[config.mk]
export PLATFORM = sky130hd
export DESIGN_NAME = ckg_group_resolver
export DESIGN_NICKNAME = d
export VERILOG_FILES = /design/src/rtl/ckg_pkg.sv /design/src/rtl/ckg_rel_store.sv /design/src/rtl/ckg_expand.sv /design/src/rtl/ckg_ctrl.sv /design/src/rtl/ckg_group_resolver.sv
export SDC_FILE = /design/constraint.sdc
export NUM_CORES = 1
export LEC_CHECK = 0
export BUFFER_PORTS_ARGS = -buffer_cell sky130_fd_sc_hd__buf_2
export CORE_MARGIN = 3
export CORE_UTILIZATION = 50
export CTS_CLUSTER_SIZE = 25
export DETAILED_ROUTE_END_ITERATION = 12
export PLACE_DENSITY = 0.88
export SETUP_SLACK_MARGIN = 0.02
export SLEW_MARGIN = 10
export SYNTH_ARGS = -nofsm -noshare
export SYNTH_HDL_FRONTEND = slang
export SYNTH_SLANG_ARGS = --single-unit
[constraint.sdc]
create_clock -name clk -period 2.5 [get_ports clk]
set_input_delay 0.5 -clock clk [delete_from_list [all_inputs] [get_ports clk]]
set_output_delay 0.5 -clock clk [all_outputs]
set_load 0.01 [all_outputs]
[src/rtl/ckg_pkg.sv]
package ckg_pkg;
  typedef enum logic {
    CKG_CHECKPOINT = 1'b0,
    CKG_ROLLBACK   = 1'b1
  } ckg_mode_e;
endpackage

[src/rtl/ckg_rel_store.sv]
module ckg_rel_store #(
  parameter int NPROC = 8
) (
  input  logic                     clk,
  input  logic                     rst,
  input  logic                     load_i,
  input  logic                     busy_i,
  input  logic                     mode_i,
  input  logic [NPROC*NPROC-1:0]   prod_map_i,
  input  logic [NPROC*NPROC-1:0]   cons_map_i,
  output logic [NPROC*NPROC-1:0]   rel_flat_o
);
  import ckg_pkg::*;
  localparam int FLATW = NPROC * NPROC;

  logic [NPROC-1:0] rel_q [NPROC];

  for (genvar r = 0; r < NPROC; r++) begin : g_row
    always_ff @(posedge clk) begin
      if (rst) begin
        rel_q[r] <= '0;
      end else if (load_i) begin
        if (ckg_mode_e'(mode_i) == CKG_ROLLBACK)
          rel_q[r] <= cons_map_i[r*NPROC +: NPROC];
        else
          rel_q[r] <= prod_map_i[r*NPROC +: NPROC];
      end
    end
    assign rel_flat_o[r*NPROC +: NPROC] = rel_q[r];
  end

  logic [FLATW-1:0] rel_chk;
  assign rel_chk = rel_flat_o;

  // captured rows hold across every busy cycle
  assert_rows_held_R9: assert property (@(posedge clk) disable iff (rst)
    busy_i |=> $stable(rel_chk));
endmodule

[src/rtl/ckg_expand.sv]
module ckg_expand #(
  parameter int NPROC = 8
) (
  input  logic [NPROC*NPROC-1:0] rel_flat_i,
  input  logic [NPROC-1:0]       frontier_i,
  input  logic [NPROC-1:0]       member_i,
  output logic [NPROC-1:0]       fresh_o
);
  logic [NPROC-1:0] masked [NPROC];
  logic [NPROC-1:0] reach  [NPROC+1];

  assign reach[0] = '0;
  for (genvar r = 0; r < NPROC; r++) begin : g_or
    assign masked[r]  = frontier_i[r] ? rel_flat_i[r*NPROC +: NPROC] : '0;
    assign reach[r+1] = reach[r] | masked[r];
  end

  assign fresh_o = reach[NPROC] & ~member_i;
endmodule

[src/rtl/ckg_ctrl.sv]
module ckg_ctrl #(
  parameter int NPROC = 8,
  parameter int IDXW  = 3
) (
  input  logic             clk,
  input  logic             rst,
  input  logic             start_i,
  input  logic [IDXW-1:0]  init_idx_i,
  input  logic [NPROC-1:0] fresh_i,
  output logic             load_o,
  output logic [NPROC-1:0] frontier_o,
  output logic [NPROC-1:0] member_o,
  output logic             busy_o,
  output logic             done_o,
  output logic [NPROC-1:0] group_o
);
  localparam int CNTW = $clog2(NPROC + 1) + 1;

  logic             busy_q, done_q;
  logic [NPROC-1:0] member_q, frontier_q, group_q;
  logic [IDXW-1:0]  init_q;
  logic [CNTW-1:0]  iter_q;
  logic [NPROC-1:0] seed;

  assign seed   = {{(NPROC-1){1'b0}}, 1'b1} << init_idx_i;
  assign load_o = start_i && !busy_q;

  always_ff @(posedge clk) begin
    if (rst) begin
      busy_q     <= 1'b0;
      done_q     <= 1'b0;
      member_q   <= '0;
      frontier_q <= '0;
      group_q    <= '0;
      init_q     <= '0;
      iter_q     <= '0;
    end else begin
      done_q <= 1'b0;
      if (load_o) begin
        busy_q     <= 1'b1;
        member_q   <= seed;
        frontier_q <= seed;
        init_q     <= init_idx_i;
        iter_q     <= CNTW'(1);
      end else if (busy_q) begin
        if (fresh_i == '0) begin
          busy_q     <= 1'b0;
          done_q     <= 1'b1;
          group_q    <= member_q;
          frontier_q <= '0;
        end else begin
          member_q   <= member_q | fresh_i;
          frontier_q <= fresh_i;
          iter_q     <= iter_q + CNTW'(1);
        end
      end
    end
  end

  assign frontier_o = frontier_q;
  assign member_o   = member_q;
  assign busy_o     = busy_q;
  assign done_o     = done_q;
  assign group_o    = group_q;

  // done only while idle, and only for one cycle
  assert_done_idle_R6: assert property (@(posedge clk) disable iff (rst)
    done_q |-> !busy_q);
  assert_done_pulse_R6: assert property (@(posedge clk) disable iff (rst)
    done_q |=> !done_q);
  // iteration counter bounded by processor count
  assert_iter_bound_R7: assert property (@(posedge clk) disable iff (rst)
    busy_q |-> (iter_q <= CNTW'(NPROC)));
  // initiator present in every published group
  assert_init_member_R5: assert property (@(posedge clk) disable iff (rst)
    done_q |-> group_q[init_q]);
  // the frontier is always inside the member set
  assert_frontier_inside_R4: assert property (@(posedge clk) disable iff (rst)
    (frontier_q & ~member_q) == '0);
  // the group output moves only with a done pulse
  assert_group_stable_R10: assert property (@(posedge clk) disable iff (rst)
    !done_q |-> $stable(group_q));
endmodule

[src/rtl/ckg_group_resolver.sv]
module ckg_group_resolver #(
  parameter int NPROC = 8,
  parameter int IDXW  = (NPROC > 1) ? $clog2(NPROC) : 1
) (
  input  logic                   clk,
  input  logic                   rst,
  input  logic                   start_i,
  input  logic                   mode_i,
  input  logic [IDXW-1:0]        init_idx_i,
  input  logic [NPROC*NPROC-1:0] prod_map_i,
  input  logic [NPROC*NPROC-1:0] cons_map_i,
  output logic                   busy_o,
  output logic                   done_o,
  output logic [NPROC-1:0]       group_o
);
  localparam int FLATW = NPROC * NPROC;

  logic             load;
  logic [FLATW-1:0] rel_flat;
  logic [NPROC-1:0] frontier, member, fresh;

  ckg_rel_store #(.NPROC(NPROC)) store_i (
    .clk(clk), .rst(rst), .load_i(load), .busy_i(busy_o), .mode_i(mode_i),
    .prod_map_i(prod_map_i), .cons_map_i(cons_map_i), .rel_flat_o(rel_flat)
  );

  ckg_expand #(.NPROC(NPROC)) expand_i (
    .rel_flat_i(rel_flat), .frontier_i(frontier), .member_i(member),
    .fresh_o(fresh)
  );

  ckg_ctrl #(.NPROC(NPROC), .IDXW(IDXW)) ctrl_i (
    .clk(clk), .rst(rst), .start_i(start_i), .init_idx_i(init_idx_i),
    .fresh_i(fresh), .load_o(load), .frontier_o(frontier), .member_o(member),
    .busy_o(busy_o), .done_o(done_o), .group_o(group_o)
  );

  // a start while busy does not end or restart the resolution
  assert_start_ignored_R8: assert property (@(posedge clk) disable iff (rst)
    (busy_o && start_i) |=> (busy_o || done_o));
endmodule

==> impl_metrics.ini <==
[timing]
drv_slew = 0
fmax_ghz = 0.4434
fin_ws_ns = 0.2449
hold_ws_ns = 0.4491
maxSlewHeadroom = 0.5493
timing.final.crit_share = 0.9020
finClkSkew_ns = 0.01135
fin_tns_setup_ns = 0
finalSetupViolCount = 0
hold_viol = 0
rsz0062_at_grt = false
tightest_slew_ns = 0.6760
fin_crit_ns = 2.255

[grt]
grt_pass1_wl_mm = 16.50
grt_usage = 0.2112
grt_max_degree = 65
grt_overflow = 0
antenna_found_initial = 0
grt_pass1_vias = 3430

[place]
dp_slack_ns = 0.2680
portBuffers = 144
hpwl_mm = 7.842
gp_congestion = 0.8303

[route]
route.antenna.remaining_nets = 0
first_pass_iters = 4
via_per_inst = 5.418
num_vias = 3565
drt_iter0_drc = 168
finalWirelength_mm = 10.68
wl_per_cell_um = 16.23
drc = 0

[finish]
fill_cells = 734
antennaDiodeCount = 0
seqCellArea_um2 = 2442
multi_input_area_um2 = 1901
layout.nets = 680
syn_to_final_growth_pct = 21.72
drive_above_1_share = 0.3200

[power_and_ir_drop]
leakagePower_nw = 2.401
cellPowerDensity_nw_per_um2 = 624.7
power.total_mw = 3.430
peakVddDrop_mv = 0.2824

[floorplanning]
ioPinCount = 145
dieArea_um2 = 10200
rows = 34
die_h_um = 101.0
design.core.area_um2 = 8763
die_x_um = 101.0
start_util = 0.5147

[worst_hold_path]
hold_path_class = primary input to register

[cts]
post_cts_buffers = 0
cts_root_buffer = clkbuf_8
numCtsBuffers = 9
clock_sinks = 90
h-tree-depth = 3
cts_tree = yes
insertion_delay_ns = 0.36
clkSlewWorstSetupHoldPaths_ns = 0.10
clockBufferDepth = 2
cts_resized = 0
hold_buffers = 0

[synthesis]
synth_cells = 416
synth.most_common_cell = nor2_1
ys_seq_elements = 90
ys_async_sr_fraction = 0
synth_top_area_cell = edfxtp_1
synth.top_cell.area_share = 0.4261
syn_area_um2 = 4511
synth.distinct_cells = 36
synthTopCellsByArea = edfxtp_1 (43%), mux2i_1 (16%), dfxtp_1 (12%)
synth.avg_cell_area_um2 = 10.84
syn_nets = 551
synth_commonest_cells = nor2_1 (74), mux2i_1 (72), edfxtp_1 (64)
synth_flop_cell = edfxtp_1
yosysWarnings = 0
ys_seq_area_frac = 0.5415
synth-edff-count = 64

[worst_setup_path]
cp_max_fo = 18
cp.arrival_ns = 2.54
cp.required_ns = 2.79
startpoint_type = register
worstSetupPathType = register to register
end_kind = register

[job]
drv_cap = 0

[outcome]
status = completed
## final timing paths
kind / endpoint / from / slack, ns / cells after the start
hold / removal: store_i.rel_q[0][30] / prod_map_i[30] / 0.45 / 3
setup reg to reg: ctrl_i.group_o[6] / ctrl_i.frontier_o[6] / 0.24 / 7
hold reg to reg: ctrl_i.member_o[6] / ctrl_i.member_o[6] / 0.47 / 2
setup / recovery: ctrl_i.group_o[6] / ctrl_i.frontier_o[6] / 0.24 / 7
## power breakdown
group	internal [mW]	switching [mW]	total, mW
Sequential	1.74	0.107	1.85
Clock	0.469	0.535	1.00
Combinational	0.264	0.311	0.575
Total	2.48	0.953	3.43
## worst max-delay path: stages, from the launching register on
cell and delay [ns]:
dfxtp_1 0.43, a22o_1 0.26, a221oi_1 0.29, and3_1 0.29, o221ai_1 0.19, nor4_4 0.17
buf_4 0.31, mux2i_1 0.23
## logic make-up after synthesis
group	Yosys count	share of synthesized area
buffers and inverters	38	0.03745
multiplexers	73	0.1623
AO/OA/AOI/OAI	74	0.1132
flip-flops	90	0.5415
AND/OR/NAND/NOR	141	0.1456
## through the flow
| stage | instance area [µm²] | utilization | instances |
|---|---|---|---|
| 3_5_place_dp | 5289 | 0.6035 | 642 |
| 3_3_place_gp | 5289 | 0.6035 | 642 |
| 5_1_grt | 5490 | 0.6265 | 658 |
| 6_report | 5490 | 0.6265 | 658 |
| 2_1_floorplan | 4511 | - | 416 |
| 4_1_cts | 5490 | 0.6265 | 658 |
## layout make-up
class,count,share of cell area
clock buffer,9,0.02256
clock inverter,7,0.01413
inverter,4,0.002735
multi-input combinational,288,0.3462
sequential,90,0.4448
tap,108,0.02461
timing repair buffer,152,0.1449
## registers in the layout, indices dropped and copies added, names as in the netlist
register           count
ctrl_i.member_o        8
ctrl_i.done_o          1
ctrl_i.group_o         8
store_i.rel_q         64
ctrl_i.busy_o          1
ctrl_i.frontier_o      8
## placed cells by master, fill, tap and decap left out, types with 2 or more instances in the layout
master        n
a22o_1        6
nand4_1       2
a221oi_1      4
nand2_1      22
and3_1        5
nand3b_1      4
mux2i_1      72
or2_2         2
nand2b_1     17
a211oi_1      3
a221oi_2      3
buf_4         8
o21ai_1       7
o21ai_0      17
dfxtp_1      26
clkbuf_8      9
a21oi_1       9
inv_1         4
clkinv_4      2
nor2_1       74
a22oi_1      20
edfxtp_1     64
clkinvlp_4    2
nor3b_1       2
buf_2       143
nand3_1       8
## metal layers
metal,share of wire,wire (µm),up-vias,global-route usage
met5,0,0,-,0
met4,0.023,242,0,0.08180
met3,0.058,620,22,0.04637
met2,0.50,5348,123,0.3534
met1,0.42,4466,1650,0.2671
li1,-,-,1770,-
Power figures use the tool's default switching activity.
